==> config.mk <==
export PLATFORM = sky130hd
export DESIGN_NAME = uart_regif
export DESIGN_NICKNAME = d
export VERILOG_FILES = /design/src/rtl/uart_regif_pkg.sv /design/src/rtl/uart_regif_decode.sv /design/src/rtl/uart_regif_rxq.sv /design/src/rtl/uart_regif_stat.sv /design/src/rtl/uart_regif.sv
export SDC_FILE = /design/constraint.sdc
export NUM_CORES = 1
export LEC_CHECK = 0
export BUFFER_PORTS_ARGS = -buffer_cell sky130_fd_sc_hd__buf_2
export CAP_MARGIN = 20
export CORE_UTILIZATION = 51
export CTS_BUF_LIST = sky130_fd_sc_hd__clkbuf_4
export CTS_CLUSTER_DIAMETER = 30
export DETAILED_ROUTE_END_ITERATION = 8
export PLACE_DENSITY = 0.8
export SLEW_MARGIN = 15
export SYNTH_ARGS = -nofsm -noshare
export SYNTH_HDL_FRONTEND = slang
export SYNTH_SLANG_ARGS = --single-unit
==> constraint.sdc <==
create_clock -name clk -period 2.45 [get_ports clk]
set_input_delay 0.3675 -clock clk [delete_from_list [all_inputs] [get_ports clk]]
set_output_delay 0.3675 -clock clk [all_outputs]
set_load 0.02 [all_outputs]
==> src/rtl/uart_regif_pkg.sv <==
package uart_regif_pkg;
  localparam int REG_AW = 2;

  typedef enum logic [REG_AW-1:0] {
    REG_RXD  = 2'd0,
    REG_TXD  = 2'd1,
    REG_STAT = 2'd2,
    REG_CTRL = 2'd3
  } reg_sel_e;

  localparam int ST_RXV  = 0;
  localparam int ST_RXF  = 1;
  localparam int ST_TXE  = 2;
  localparam int ST_TXF  = 3;
  localparam int ST_PEND = 4;

  localparam int CT_TXRST = 0;
  localparam int CT_RXRST = 1;
  localparam int CT_IE    = 4;

  typedef struct packed {
    logic rd_rxd;
    logic rd_txd;
    logic rd_stat;
    logic rd_ctrl;
    logic wr_rxd;
    logic wr_txd;
    logic wr_stat;
    logic wr_ctrl;
  } acc_t;
endpackage

==> src/rtl/uart_regif_decode.sv <==
module uart_regif_decode
  import uart_regif_pkg::*;
#(
  parameter int ADDR_W = 4
) (
  input  logic              valid,
  input  logic              write,
  input  logic [ADDR_W-1:0] addr,
  output acc_t              acc
);
  localparam int NREG = 1 << REG_AW;

  logic [NREG-1:0] hit;
  logic [NREG-1:0] rd;
  logic [NREG-1:0] wr;

  for (genvar g = 0; g < NREG; g++) begin : g_hit
    assign hit[g] = valid && (addr[REG_AW+1:2] == REG_AW'(g));
    assign rd[g]  = hit[g] && !write;
    assign wr[g]  = hit[g] && write;
  end

  always_comb begin
    acc.rd_rxd  = rd[REG_RXD];
    acc.rd_txd  = rd[REG_TXD];
    acc.rd_stat = rd[REG_STAT];
    acc.rd_ctrl = rd[REG_CTRL];
    acc.wr_rxd  = wr[REG_RXD];
    acc.wr_txd  = wr[REG_TXD];
    acc.wr_stat = wr[REG_STAT];
    acc.wr_ctrl = wr[REG_CTRL];
  end
endmodule

==> src/rtl/uart_regif_rxq.sv <==
module uart_regif_rxq #(
  parameter  int DEPTH  = 8,
  parameter  int BYTE_W = 8,
  localparam int PTR_W  = $clog2(DEPTH),
  localparam int CNT_W  = $clog2(DEPTH + 1)
) (
  input  logic              clk,
  input  logic              rst,
  input  logic              clr,
  input  logic              push,
  input  logic              pop,
  input  logic [BYTE_W-1:0] din,
  output logic [BYTE_W-1:0] head,
  output logic [CNT_W-1:0]  cnt_q,
  output logic [CNT_W-1:0]  cnt_nxt,
  output logic              full
);
  localparam logic [CNT_W-1:0] FULL_CNT = CNT_W'(DEPTH);

  logic [BYTE_W-1:0] mem [DEPTH];
  logic [PTR_W-1:0]  wp_q;
  logic [PTR_W-1:0]  rp_q;
  logic              push_ok;
  logic              pop_ok;

  assign full    = (cnt_q == FULL_CNT);
  assign push_ok = push && !full && !clr;
  assign pop_ok  = pop && (cnt_q != '0) && !clr;
  assign head    = mem[rp_q];

  always_comb begin
    if (clr) cnt_nxt = '0;
    else     cnt_nxt = cnt_q + CNT_W'(push_ok) - CNT_W'(pop_ok);
  end

  for (genvar g = 0; g < DEPTH; g++) begin : g_slot
    always_ff @(posedge clk) begin
      if (push_ok && (wp_q == PTR_W'(g))) mem[g] <= din;
    end
  end

  always_ff @(posedge clk) begin
    if (rst || clr) begin
      wp_q  <= '0;
      rp_q  <= '0;
      cnt_q <= '0;
    end else begin
      wp_q  <= wp_q + PTR_W'(push_ok);
      rp_q  <= rp_q + PTR_W'(pop_ok);
      cnt_q <= cnt_nxt;
    end
  end
endmodule

==> src/rtl/uart_regif_stat.sv <==
module uart_regif_stat
  import uart_regif_pkg::*;
#(
  parameter int DATA_W = 32,
  parameter int CTRL_W = 8
) (
  input  logic              clk,
  input  logic              rst,
  input  acc_t              acc,
  input  logic [CTRL_W-1:0] ctrl_in,
  input  logic              q_nz,
  input  logic              q_full,
  input  logic              q_nxt_nz,
  output logic [CTRL_W-1:0] ctrl_q,
  output logic              pend_q,
  output logic [DATA_W-1:0] status,
  output logic              irq
);
  logic pend_d;

  always_comb begin
    pend_d = pend_q;
    if (acc.rd_stat) pend_d = 1'b0;
    if (acc.wr_txd)  pend_d = 1'b1;
    if (q_nxt_nz)    pend_d = 1'b1;
  end

  always_ff @(posedge clk) begin
    if (rst) begin
      pend_q <= 1'b0;
      ctrl_q <= '0;
    end else begin
      pend_q <= pend_d;
      if (acc.wr_ctrl) ctrl_q <= ctrl_in;
    end
  end

  always_comb begin
    status          = '0;
    status[ST_RXV]  = q_nz;
    status[ST_RXF]  = q_full;
    status[ST_TXE]  = 1'b1;
    status[ST_TXF]  = 1'b0;
    status[ST_PEND] = pend_q;
  end

  assign irq = pend_q && ctrl_q[CT_IE];
endmodule

==> src/rtl/uart_regif.sv <==
module uart_regif
  import uart_regif_pkg::*;
#(
  parameter int DATA_W    = 32,
  parameter int ADDR_W    = 4,
  parameter int BYTE_W    = 8,
  parameter int RXQ_DEPTH = 8,
  parameter int CTRL_W    = 8
) (
  input  logic              clk,
  input  logic              rst,
  input  logic              bus_valid,
  input  logic              bus_write,
  input  logic [ADDR_W-1:0] bus_addr,
  input  logic [DATA_W-1:0] bus_wdata,
  output logic [DATA_W-1:0] bus_rdata,
  input  logic              rx_valid,
  input  logic [BYTE_W-1:0] rx_data,
  output logic              rx_ready,
  output logic              tx_valid,
  output logic [BYTE_W-1:0] tx_data,
  output logic              irq
);
  localparam int CNT_W = $clog2(RXQ_DEPTH + 1);

  acc_t              acc;
  reg_sel_e          sel;
  logic              q_clr;
  logic [BYTE_W-1:0] q_head;
  logic [CNT_W-1:0]  rxq_cnt;
  logic [CNT_W-1:0]  rxq_nxt;
  logic              q_full;
  logic [CTRL_W-1:0] ctrl_q;
  logic              pend_q;
  logic [DATA_W-1:0] status;
  logic [DATA_W-1:0] rd_mux;

  uart_regif_decode #(.ADDR_W(ADDR_W)) u_dec (
    .valid (bus_valid),
    .write (bus_write),
    .addr  (bus_addr),
    .acc   (acc)
  );

  assign q_clr = acc.wr_ctrl && bus_wdata[CT_RXRST];

  uart_regif_rxq #(.DEPTH(RXQ_DEPTH), .BYTE_W(BYTE_W)) u_rxq (
    .clk     (clk),
    .rst     (rst),
    .clr     (q_clr),
    .push    (rx_valid),
    .pop     (acc.rd_rxd),
    .din     (rx_data),
    .head    (q_head),
    .cnt_q   (rxq_cnt),
    .cnt_nxt (rxq_nxt),
    .full    (q_full)
  );

  uart_regif_stat #(.DATA_W(DATA_W), .CTRL_W(CTRL_W)) u_stat (
    .clk      (clk),
    .rst      (rst),
    .acc      (acc),
    .ctrl_in  (bus_wdata[CTRL_W-1:0]),
    .q_nz     (rxq_cnt != '0),
    .q_full   (q_full),
    .q_nxt_nz (rxq_nxt != '0),
    .ctrl_q   (ctrl_q),
    .pend_q   (pend_q),
    .status   (status),
    .irq      (irq)
  );

  assign rx_ready = !q_full;
  assign sel      = reg_sel_e'(bus_addr[REG_AW+1:2]);

  always_comb begin
    unique case (sel)
      REG_RXD:  rd_mux = (rxq_cnt != '0) ? DATA_W'(q_head) : '0;
      REG_TXD:  rd_mux = '0;
      REG_STAT: rd_mux = status;
      REG_CTRL: rd_mux = DATA_W'(ctrl_q);
      default:  rd_mux = '0;
    endcase
  end

  always_ff @(posedge clk) begin
    if (rst) begin
      bus_rdata <= '0;
      tx_valid  <= 1'b0;
      tx_data   <= '0;
    end else begin
      if (bus_valid && !bus_write) bus_rdata <= rd_mux;
      tx_valid <= acc.wr_txd;
      if (acc.wr_txd) tx_data <= bus_wdata[BYTE_W-1:0];
    end
  end
endmodule

# Word-level counts from Yosys, hierarchy flattened
# Memory sizes are Yosys's and may differ from the RTL's. A register that Yosys moved wholly into a read port is not among the register bits.
# Index checks and enable logic that the tools add are counted.
[totals]
output_inout_bits = 43
ramBits = 64
n_memories = 1
reg_bits = 60
[classes]
reduce_logical = 39
n_mux = 44
add_sub_neg = 4
n_eq_ne = 11
[mem_list]
columns = ["memory", "words", "width", "read_ports", "rd_clocked_by_memory_dff", "wr", "line_no", "source"]
rows = [
  ["u_rxq.mem", 8, 8, 1, 1, 1, "uart_regif_rxq.sv:20", "logic [BYTE_W-1:0] mem [DEPTH];"],
]
[op_table]
columns = ["cell", "count"]
rows = [
  ["$pmux W32 S4", 1],
  ["$mux W8", 8],
  ["$reduce_or A8 Y1", 7],
  ["$mux W1", 26],
  ["$mux W3", 8],
  ["$logic_and A1 B1 Y1", 23],
  ["$eq A3 B3 Y1 const B", 4],
  ["$reduce_bool A4 Y1", 2],
  ["$add A3 B1 Y3", 2],
  ["$eq A3 B2 Y1 const B", 2],
  ["$add A4 B1 Y4", 1],
  ["$eq A2 B2 Y1 const B", 2],
  ["$eq A4 B4 Y1 const B", 1],
  ["$mux W4", 1],
  ["$sub A4 B1 Y4", 1],
  ["$eq A3 B1 Y1 const B", 1],
  ["$logic_not A1 Y1", 3],
  ["$logic_not A3 Y1", 1],
  ["$reduce_bool A3 Y1", 1],
  ["$eq A2 B1 Y1 const B", 1],
  ["$logic_not A2 Y1", 1],
  ["$logic_or A1 B1 Y1", 1],
]

# Logic depth before layout (Yosys ltp)
# Gate-level depths: netlist (run 1).
[logic_depth]
word_depth = 17
mapped_depth = 12
ltp_nobuf = 12

# By module
# A second synthesis (run 1) with hierarchy kept.
[hier_totals]
cells_unflattened = 394
area_unflattened_um2 = 5343.9
[modules_own_cells]
columns = ["module", "area_each_um2", "cells_each", "n_inst"]
rows = [
  ["uart_regif_rxq", 3095.5, 165, 1],
  ["uart_regif", 1576.5, 156, 1],
  ["uart_regif_stat", 575.6, 65, 1],
  ["uart_regif_decode", 96.3, 8, 1],
]

# Least setup slack after synthesis (run 1)
# No wires, ideal clock.
[synth_timing]
kind = "register -> register"
start = "register u_rxq.cnt_q[2]"
end = "register u_stat.pend_q"
required_time_ns = 2.320
n_path_buf = 0
setup_time_ns = 0.130
path_stages_with_launch = 13
period_less_slack_ns = 2.570
setup_slack_ns = -0.120
arrival_ns = 2.440
cell_sequence = "dfxtp_1 -> inv_1 -> ha_1 -> a21o_1 -> nor4b_1 -> ha_1 -> inv_1 -> ha_1 -> fa_1 -> nor2_1 -> nand3_1 -> mux2i_1 -> o22ai_1"
[synth_via]
elab_chain_len = 9
[synth_lines]
columns = ["element", "line_no", "source"]
rows = [
  ["from (decl)", "uart_regif_rxq.sv:14", "output logic [CNT_W-1:0] cnt_q,"],
  ["from (signal assigned)", "uart_regif_rxq.sv:50", "cnt_q <= cnt_nxt;"],
  ["$eq A4 B4 Y1", "uart_regif_rxq.sv:26", "assign full = (cnt_q == FULL_CNT);"],
  ["$logic_not A1 Y1", "uart_regif_rxq.sv:27", "assign push_ok = push && !full && !clr;"],
  ["$logic_and A1 B1 Y1 (2 in series)", "uart_regif_rxq.sv:27", ""],
  ["$add A4 B1 Y4", "uart_regif_rxq.sv:33", "else cnt_nxt = cnt_q + CNT_W'(push_ok) - CNT_W'(pop_ok);"],
  ["$sub A4 B1 Y4 (*)", "uart_regif_rxq.sv:33", ""],
  ["$mux W4 (*)", "uart_regif_rxq.sv:32", "if (clr) cnt_nxt = '0;"],
  ["$reduce_bool A4 Y1 (*)", "uart_regif.sv:67", ".q_nxt_nz (rxq_nxt != '0),"],
  ["$reduce_bool A3 Y1 (no source line) or $mux W1 (tied branches)", "-", ""],
  ["to (signal assigned)", "uart_regif_stat.sv:33", "pend_q <= pend_d;"],
  ["to (decl)", "uart_regif_stat.sv:15", "output logic pend_q,"],
]
# Every way passes the cells marked *; elsewhere a longest branch is shown, timed or not.
# A chain may end at the register's enable or synchronous reset.

# Final worst setup path (run 1)
[layout_timing]
start = "register u_rxq.cnt_q[3]"
end = "register u_stat.pend_q"
# The elaborated chain is that of the path after synthesis.

==> metrics.txt, run 1 <==
outcome=finished with violations; failing checks=setup timing; Die W=93.7 um; drt first-iter violations=137; CTS Sinks=100; routed len/inst=15.4 um; hold path depth=3; CP arrival=2.93 ns; Max Buffers Root-to-Sink=2; RSZ-0062 raised after global routing=yes; # diodes=0; Comb pwr share=0.237; PortBufs=41; Clk pwr share=0.209; largest cells by area after synthesis=edfxtp_1 (45%), dfxtp_1 (17%), buf_4 (4.2%); Power Internal=2520 uW; Final Util=0.594; cts bufs inserted=9; core area=8180 um^2; post-route cell area=4850 um^2; Worst R2R Start=u_rxq.cnt_q[3]; max-cap violations=0; # rows=33; area delta synth->final=13.2%; worst setup path start=u_rxq.cnt_q[3]; Vias per Instance=5.25; crit path to=u_stat.pend_q; critical path cell sequence=inv_2, ha_4, a21o_1, nor4b_4, ha_1, inv_1, ha_2, fa_2, nor2_4, nand3_1, mux2i_1, o22ai_1; clk_skew=0.0179 ns; worst-margin pin slew=0.666 ns; Pleak=0.00182 uW; M1 WL=3410 um; Final Max Slew Viols=0; Net count, final=461; Mapped Avg Cell Area=12.9 um^2; vias in the first global route=2519; gr usage total=0.195; Die Height=93.7 um; nature of the critical path endpoint=register; fraction of the cycle the final worst path needs=1.06; register area share after synthesis=0.616; CP required=2.78 ns; Ports=92; initial antenna violation count=0; CP Class=register to register; Filler Cells Inserted=644; TritonCTS clock tree=yes; reg-to-reg endpoint=u_stat.pend_q; worst slack at placement=-0.311 ns; Clk pin slew, worst setup/hold paths=0.15 ns; ANT nets after route=0; critical path's largest stage delay=0.46 ns; Max IR drop VDD=0.279 mV; Netlist cell types=44; Synth area leader=edfxtp_1; die area=8780 um^2; Slowest cell on crit path=fa_2; TritonRoute pass-1 iters=4; Hold Fails Final Rpt=0; wire length on met3=436 um; Remaining Overflow, GRT=0; cts hold-fix bufs=0; yosys warns=0; worst hold path type=input port to register; switching pwr=1020 uW; Mapped Cells=333; setup violators final=1; layout cells sized above 1=0.273; switching portion of total power=0.287; met2 routed WL=3900 um; Commonest cells post-synth=edfxtp_1 (64), nand2_1 (43), dfxtp_1 (36), buf_4 (24), a21oi_1 (21); most common cell in the synthesized netlist=edfxtp_1; Synth Register Bits=100; Min Clock Period, post-route=2.60 ns; multi-input logic area=1500 um^2; Worst setup SP type=register; clock root buffer=clkbuf_4; share of the synthesized area in the top cell type=0.448; Placed Area=4690 um^2; Max Used Layer=met4; vias after detailed routing=2685; Max transition margin=0.555; EDFF count, synth=64; peak fanout along the critical path=2; Initial Utilization=0.525; routability cong.=0.794; reg2reg path depth=12; sequential share of power=0.553; Clk Latency, worst-skew pair=0.44 ns; register area=2640 um^2; R2R Setup Slk=-0.15 ns; max frequency=385 MHz; largest net degree at the start of global routing=23; share of flip-flops with an asynchronous set or reset=0; drt drc=0; Pwr Density=729 nW/um^2; Detailed Route WL=7860 um; H-Tree Depth=3; first-pass GRT wire length=12600 um; HPWL after detailed placement=5410 um; main flop type after synthesis=edfxtp_1; cell area after synthesis=4290 um^2; Final WS setup=-0.146 ns
through the flow:
stage | TNS, ns | std cells | hold slack, ns | total power [uW]
floorplan | 0 | 356 | 0.431 | 2490
global placement | -0.177 | 493 | 0.438 | 2720
detailed placement | -0.447 | 493 | 0.448 | 2750
CTS | -0.0965 | 511 | 0.135 | 3520
global route | -0.321 | 511 | 0.137 | 3730
finish | -0.146 | 511 | 0.164 | 3540
timing repair:
item / in CTS / in global routing
setup buffers: 2 / 1
setup endpoints to repair: 3 / 3
pin swaps: 4 / 1
gates resized for setup: 3 / 4
worst min path at each step:
| stage | startpoint | to | slack (ns) |
|---|---|---|---|
| 2_1_floorplan | u_stat.ctrl_q[2] | u_stat.ctrl_q[2] | 0.43 |
| 5_1_grt | bus_wdata[6] | tx_data[6] | 0.14 |
| 3_3_place_gp | tx_data[2] | tx_data[2] | 0.44 |
| 4_1_cts | bus_wdata[7] | tx_data[7] | 0.13 |
| 6_report | bus_wdata[4] | tx_data[4] | 0.16 |
| 3_5_place_dp | tx_data[3] | tx_data[3] | 0.45 |
state kept, by name (all words and copies together), names as in the netlist:
register and count:
u_stat.ctrl_q 8, tx_valid 1, u_rxq.cnt_q 4, tx_data 8, u_stat.pend_q 1, u_rxq.rp_q 3, u_rxq.mem 64, u_rxq.wp_q 3
bus_rdata 8
per-layer routing:
metal  vias up  track usage
met5         -            0
met4         0       0.0692
met1      1269        0.247
li1       1305            -
met3        11       0.0469
met2       100        0.325
critical path: cells and delay by family (launching register included):
family                     cells  cell delay, ns
muxes                          1            0.18
AOI/OAI and AO/OA              2            0.29
DFF                            1            0.37
buffers and inverters          2            0.10
adders and majority gates      4            1.08
and+or+nand+nor                3            0.46
power by group through the flow:
stage | clock, uW | sequential [uW] | combinational [uW]
floorplan | 0 | 1990 | 495
global placement | 0 | 1990 | 734
detailed placement | 0 | 2000 | 757
CTS | 768 | 1960 | 800
global route | 836 | 1970 | 925
finish | 741 | 1960 | 840
logic make-up (layout without fill, tap and decap cells):
logic type	count (synthesis)	in the layout	share of synthesized area
flip-flops	100	100	0.616
AND/OR/NAND/NOR	87	87	0.0939
AO/OA/AOI/OAI	59	59	0.0957
buffers and inverters	48	98	0.0682
multiplexers	23	23	0.0834
adder cells (fa/ha/maj)	11	11	0.0338
XOR/XNOR	4	4	0.00816
other	1	24	0.000874
layout make-up:
cell class | instances | share of cell area
inverters | 12 | 0.00928
clock inverters | 6 | 0.00851
multi-input cells | 208 | 0.308
flip-flops and latches | 100 | 0.545
clock buffers | 10 | 0.0155
well taps | 105 | 0.0271
repair buffers | 70 | 0.0871
cells in the final DEF, fill, tap and decap left out, drive strengths merged, types with 9 or more instances in the layout:
cell	n
nand2	43
o21ai	10
conb	24
inv	12
buf	70
a21oi	21
dfxtp	36
edfxtp	64
nor2	16
ha	10
nand2b	9
clkbuf	10
Note: power is estimated with default switching activity, not from simulation.
==> inputs of run 2 (changes only) <==
--- a/config.mk
+++ b/config.mk
@@ -5,7 +5,7 @@
 export SDC_FILE = /design/constraint.sdc
 export NUM_CORES = 1
 export LEC_CHECK = 0
-export BUFFER_PORTS_ARGS = -buffer_cell sky130_fd_sc_hd__buf_2
+export BUFFER_PORTS_ARGS = -buffer_cell sky130_fd_sc_hd__buf_4
 export CAP_MARGIN = 20
 export CORE_UTILIZATION = 51
 export CTS_BUF_LIST = sky130_fd_sc_hd__clkbuf_4
==> constraint.sdc (replaced) <==
create_clock -name clk -period 2.45 [get_ports clk]
set_input_delay 0.3675 -clock clk [delete_from_list [all_inputs] [get_ports clk]]
set_output_delay 0.3675 -clock clk [all_outputs]
set_load 0.05 [all_outputs]
==> metrics.txt, run 2 (synthesized netlist as in run 1, its figures left out) <==
Min Clock Period, post-route=2.66 ns (+0.0629 ns); Clk pwr share=0.239 (+0.030); area delta synth->final=16.1%; Pleak=0.00185 uW (+1.8%); Final Util=0.609 (+0.0155); core area=8180 um^2 (unchanged); clk_skew=0.0219 ns (+0.00400 ns); outcome=finished with violations; Pwr Density=774 nW/um^2 (+6.2%); RSZ-0062 raised after global routing=yes; Initial Utilization=0.525 (unchanged); hold_ws=0.133 ns (-0.0317 ns); initial antenna violation count=0 (unchanged); Clk Latency, worst-skew pair=0.45 ns (about the same); Slowest cell on crit path=fa_2; most frequent cells in the layout=buf_4 (66), edfxtp_1 (64), nand2_1 (43); Remaining Overflow, GRT=0 (unchanged); Worst R2R Start=u_rxq.cnt_q[3]; CP arrival=2.99 ns (+0.06 ns); ANT nets after route=0 (unchanged); Hold Fails Final Rpt=0 (unchanged); CP Class=register to register; layout cells sized above 1=0.271 (-0.00225); Max transition margin=0.527 (-0.0285); TritonCTS clock tree=yes; Max IR drop VDD=0.437 mV (+57%); setup violators final=1 (unchanged); failing checks=setup timing; PortBufs=41 (unchanged); die area=8780 um^2 (unchanged); CP required=2.78 ns (about the same); nature of the critical path endpoint=register; worst setup path start=u_rxq.cnt_q[3]; switching portion of total power=0.303 (+0.0161); cell count after placement=488 (-1.0%); cts bufs inserted=9 (unchanged); largest net degree at the start of global routing=25 (+8.7%); routability cong.=0.795 (+0.11%); sequential share of power=0.508 (-0.045); flip-flop count of the largest register after layout=64 (unchanged); # rows=33 (unchanged); worst hold path type=input port to register; fraction of the cycle the final worst path needs=1.09 (+0.0257); Net count, final=457 (-0.87%); Max Buffers Root-to-Sink=2 (unchanged); Final Max Slew Viols=0 (unchanged); Comb pwr share=0.253 (+0.016); peak fanout along the critical path=2 (unchanged); M1 GR Usage=0.249 (+0.00134); critical hold path startpoint=rx_data[3]; max-cap violations=0 (unchanged); GR Util met2=0.334 (+0.00852); most common cell after layout, fill and taps aside=buf_4; critical path cell sequence=inv_2, ha_4, a21o_1, nor4b_4, ha_1, inv_2, ha_4, fa_2, nor2_4, nand3b_1, mux2i_1, o22ai_1; Vias per Instance=5.28 (+0.53%); CP Buf/Inv Count=2 (unchanged); max frequency=376 MHz (-2.4%); Power Internal=2690 uW (+6.5%); Die Height=93.7 um (unchanged); Die W=93.7 um (unchanged); Final WS setup=-0.209 ns (-0.0629 ns); gr busiest metal=met2; Detailed Route WL=7970 um (+1.4%); drt drc=0 (unchanged); vias after detailed routing=2678 (-0.26%); Biggest register=u_rxq.mem; # diodes=0 (unchanged); gr usage total=0.197 (+0.00239); critical path's largest stage delay=0.47 ns (about the same); TritonRoute pass-1 iters=5 (+1); M3 GR Usage=0.0453 (-0.00162); clock root buffer=clkbuf_4; HPWL after detailed placement=5460 um (+0.84%); vias in the first global route=2550 (+1.2%); routed len/inst=15.7 um (+2.2%); first-pass GRT wire length=12700 um (+0.71%); drt first-iter violations=136 (-0.73%); CP delay by family, top=adder cells; H-Tree Depth=3 (unchanged); switching pwr=1170 uW (+15%); Worst setup SP type=register; total power=3850 uW (+8.9%); Clk pin slew, worst setup/hold paths=0.17 ns (+0.02 ns); Final Non-Filler Cells=507 (-0.78%); cts hold-fix bufs=0 (unchanged); Ports=92 (unchanged); CTS Sinks=100 (unchanged); worst-margin pin slew=0.709 ns (+0.0427 ns)
[run 2: cell types whose count changed in the layout (fill, tap and decap cells not counted), sizes merged]
cell / before / now
inv: 12 / 16
clkbuf: 10 / 9
bufinv: 0 / 1
buf: 70 / 66
clkinvlp: 4 / 0
[run 2: timing repair]
| item | 4_1_cts | 5_1_grt |
|---|---|---|
| endpoints found under the setup margin | 3 | 3 |
| gates resized for setup | 3 | 7 |
| pin swaps | 4 | 6 |
| setup buffers | 2 | 2 |
[run 2: worst paths after layout]
path	endpoint	slack, ns	cells past startpoint
max	u_stat.pend_q	-0.21	12
min	u_rxq.mem[7][3]	0.13	1
max reg2reg	u_stat.pend_q	-0.21	12
min reg2reg	u_stat.ctrl_q[2]	0.47	2
[run 2: power by group through the flow]
| stage | clock [uW] | sequential [uW] | combinational [uW] |
|---|---|---|---|
| floorplan | 0 | 2010 | 558 |
| global placement | 0 | 1990 | 837 |
| detailed placement | 0 | 1990 | 865 |
| CTS | 949 | 1960 | 911 |
| global route | 1020 | 1970 | 1070 |
| finish | 919 | 1960 | 976 |
[run 2: cell type report]
type / instances / area (um^2)
inverters: 12 / 45.0
fillers: 625 / 3190
repair buffers: 66 / 495
well taps: 105 / 131
flip-flops and latches: 100 / 2650
multi-input cells: 208 / 1510
clock buffers: 9 / 67.6
clock inverters: 7 / 88.8
[run 2: worst reg2reg max path: cells and delay by family, from the launching register on]
kind                       cells  cell delay, ns
buffers and inverters          2            0.11
DFF                            1            0.36
and+or+nand+nor                3            0.55
adders and majority gates      4            1.05
muxes                          1            0.18
AOI/OAI and AO/OA              2            0.31
[run 2: stage by stage]
| step | setup slack (ns) | instance area [um^2] | setup TNS (ns) |
|---|---|---|---|
| 2_1_floorplan | 0.0119 | 4400 | 0 |
| 3_3_place_gp | -0.240 | 4760 | -0.250 |
| 3_5_place_dp | -0.349 | 4760 | -0.481 |
| 4_1_cts | -0.184 | 4950 | -0.184 |
| 5_1_grt | -0.313 | 4980 | -0.354 |
| 6_report | -0.209 | 4980 | -0.209 |
[run 2: routing by layer]
| metal | wire length (um) | share of wire |
|---|---|---|
| met1 | 3570 | 0.45 |
| met2 | 3870 | 0.49 |
| met3 | 425 | 0.053 |
| met4 | 109 | 0.014 |
| met5 | 0 | 0 |
==> inputs of run 3 (changes only) <==
--- a/config.mk
+++ b/config.mk
@@ -12,6 +12,7 @@
 export CTS_CLUSTER_DIAMETER = 30
 export DETAILED_ROUTE_END_ITERATION = 8
 export PLACE_DENSITY = 0.8
+export RECOVER_POWER = 25
 export SLEW_MARGIN = 15
 export SYNTH_ARGS = -nofsm -noshare
 export SYNTH_HDL_FRONTEND = slang
==> metrics.txt, run 3 (synthesized netlist as in run 1, its figures left out) <==
setup TNS=-0.210 ns (-0.00153 ns); Worst Hold Path EP=tx_data[0]; Die Height=93.7 um (unchanged); core area=8180 um^2 (unchanged); Max Buffers Root-to-Sink=2 (unchanged); Hold Fails Final Rpt=0 (unchanged); Max IR drop VDD=0.433 mV (-0.90%); Die W=93.7 um (unchanged); CP Buf/Inv Count=2 (unchanged); TritonCTS clock tree=yes; most frequent cells in the layout=edfxtp_1 (64), buf_4 (58), nand2_1 (43); critical hold path startpoint=bus_wdata[0]; PortBufs=41 (unchanged); first-pass GRT wire length=12700 um (unchanged); cts hold-fix bufs=0 (unchanged); reg-to-reg endpoint=u_stat.pend_q; Pleak=0.00182 uW (-1.6%); H-Tree Depth=3 (unchanged); Min Clock Period, post-route=2.66 ns (+0.00153 ns); area delta synth->final=15.4%; CP required=2.78 ns (about the same); Ports=92 (unchanged); nature of the critical path endpoint=register; worst setup path start=u_rxq.cnt_q[3]; vias in the first global route=2550 (unchanged); Worst R2R Start=u_rxq.cnt_q[3]; Slowest cell on crit path=fa_2; max frequency=376 MHz (about the same); Net count, final=457 (unchanged); Detailed Route WL=7940 um (-0.33%); Vias per Instance=5.31 (+0.49%); CP delay by family, top=adder cells; CP arrival=2.99 ns (about the same); drt first-iter violations=109 (-20%); Filler Cells Inserted=634 (+1.4%); # rows=33 (unchanged); Biggest register=u_rxq.mem; Max transition margin=0.522 (-0.00454); Final WS setup=-0.210 ns (-0.00153 ns); CTS Sinks=100 (unchanged); CP Class=register to register; HPWL after detailed placement=5460 um (unchanged); critical path's largest stage delay=0.47 ns (about the same); fraction of the cycle the final worst path needs=1.09 (about the same); RSZ-0062 raised after global routing=yes; worst hold path type=input port to register; Worst setup SP type=register; layout cells sized above 1=0.251 (-0.0199); failing checks=setup timing; hold path depth=3 (+2); routability cong.=0.795 (unchanged); gr usage total=0.197 (unchanged); Final Max Slew Viols=0 (unchanged); drt drc=0 (unchanged); setup violators final=1 (unchanged); Initial Utilization=0.525 (unchanged); die area=8780 um^2 (unchanged); clk_skew=0.0205 ns (-0.00140 ns); cts bufs inserted=9 (unchanged); largest net degree at the start of global routing=25 (unchanged); most common cell after layout, fill and taps aside=edfxtp_1; max-cap violations=0 (unchanged); vias after detailed routing=2691 (+0.49%); outcome=finished with violations; routed len/inst=15.7 um (-0.33%); initial antenna violation count=0 (unchanged); ANT nets after route=0 (unchanged); critical path cell sequence=inv_2, ha_4, a21o_1, nor4b_4, ha_1, inv_2, ha_4, fa_2, nor2_4, nand3b_1, mux2i_1, o22ai_1; worst slack at placement=-0.349 ns (unchanged); Clk pin slew, worst setup/hold paths=0.16 ns (about the same); reg2reg path depth=12 (unchanged); Remaining Overflow, GRT=0 (unchanged); Clk Latency, worst-skew pair=0.45 ns (about the same); clock root buffer=clkbuf_4; flip-flop count of the largest register after layout=64 (unchanged); Pwr Density=777 nW/um^2 (+0.40%); # diodes=0 (unchanged); TritonRoute pass-1 iters=4 (-1); R2R Setup Slk=-0.21 ns (about the same); worst-margin pin slew=0.715 ns (+0.00680 ns); peak fanout along the critical path=2 (unchanged)
run 3: cell count changes in the layout (fill, tap and decap cells not counted), sizes merged:
cell,change
buf,-8
clkbuf,+8
run 3: cell type report:
cell class                      count  area, um^2  area share
Clock buffer                        9        67.6      0.0136
Multi-Input combinational cell    208        1510       0.305
Clock inverter                      7        88.8      0.0179
Timing Repair Buffer               66         465      0.0940
Sequential cell                   100        2650       0.534
Inverter                           12        45.0     0.00910
Tap cell                          105         131      0.0265
run 3: layer usage:
metal | vias up | part of all wire | track usage
met2 | 88 | 0.49 | 0.334
met3 | 11 | 0.054 | 0.0453
li1 | 1298 | - | -
met1 | 1294 | 0.44 | 0.249
met5 | - | 0 | 0
met4 | 0 | 0.014 | 0.0692
run 3: stage by stage:
| step | power (uW) | utilization | instances | hold WS (ns) | area [um^2] |
|---|---|---|---|---|---|
| final | 3850 | 0.606 | 507 | 0.159 | 4950 |
| after global routing | 4050 | 0.606 | 507 | 0.118 | 4950 |
| after CTS | 3820 | 0.605 | 506 | 0.105 | 4950 |
| after detailed placement | 2860 | 0.582 | 488 | 0.446 | 4760 |
| after global placement | 2820 | 0.582 | 488 | 0.442 | 4760 |
| after floorplan | 2570 | - | 356 | 0.431 | 4400 |
run 3: power breakdown:
part	total (uW)	switching [uW]	internal [uW]	leakage, uW
combinational	970	533	437	0.000863
clock	917	577	340	0.0000878
sequential	1960	55.2	1900	0.000874
total	3850	1170	2680	0.00182
run 3: how the worst max path moves through the flow:
stage | slack [ns] | depth (start not counted) | end
after floorplan | 0.01 | 12 | u_stat.pend_q
after global placement | -0.24 | 12 | u_stat.pend_q
after detailed placement | -0.35 | 12 | u_stat.pend_q
after CTS | -0.18 | 12 | u_stat.pend_q
after global routing | -0.31 | 12 | u_stat.pend_q
final | -0.21 | 12 | u_stat.pend_q
run 3: tightest hold or removal path: stages:
cell	delay (ns)
buf_4	0.11
nand2_1	0.05
a21oi_1	0.05
run 3: repair_timing:
item	CTS	global route
endpoints found under the setup margin	3	3
pin swaps	4	6
resized for setup	3	7
setup buffers	2	2
endpoints found under the hold margin	0	0
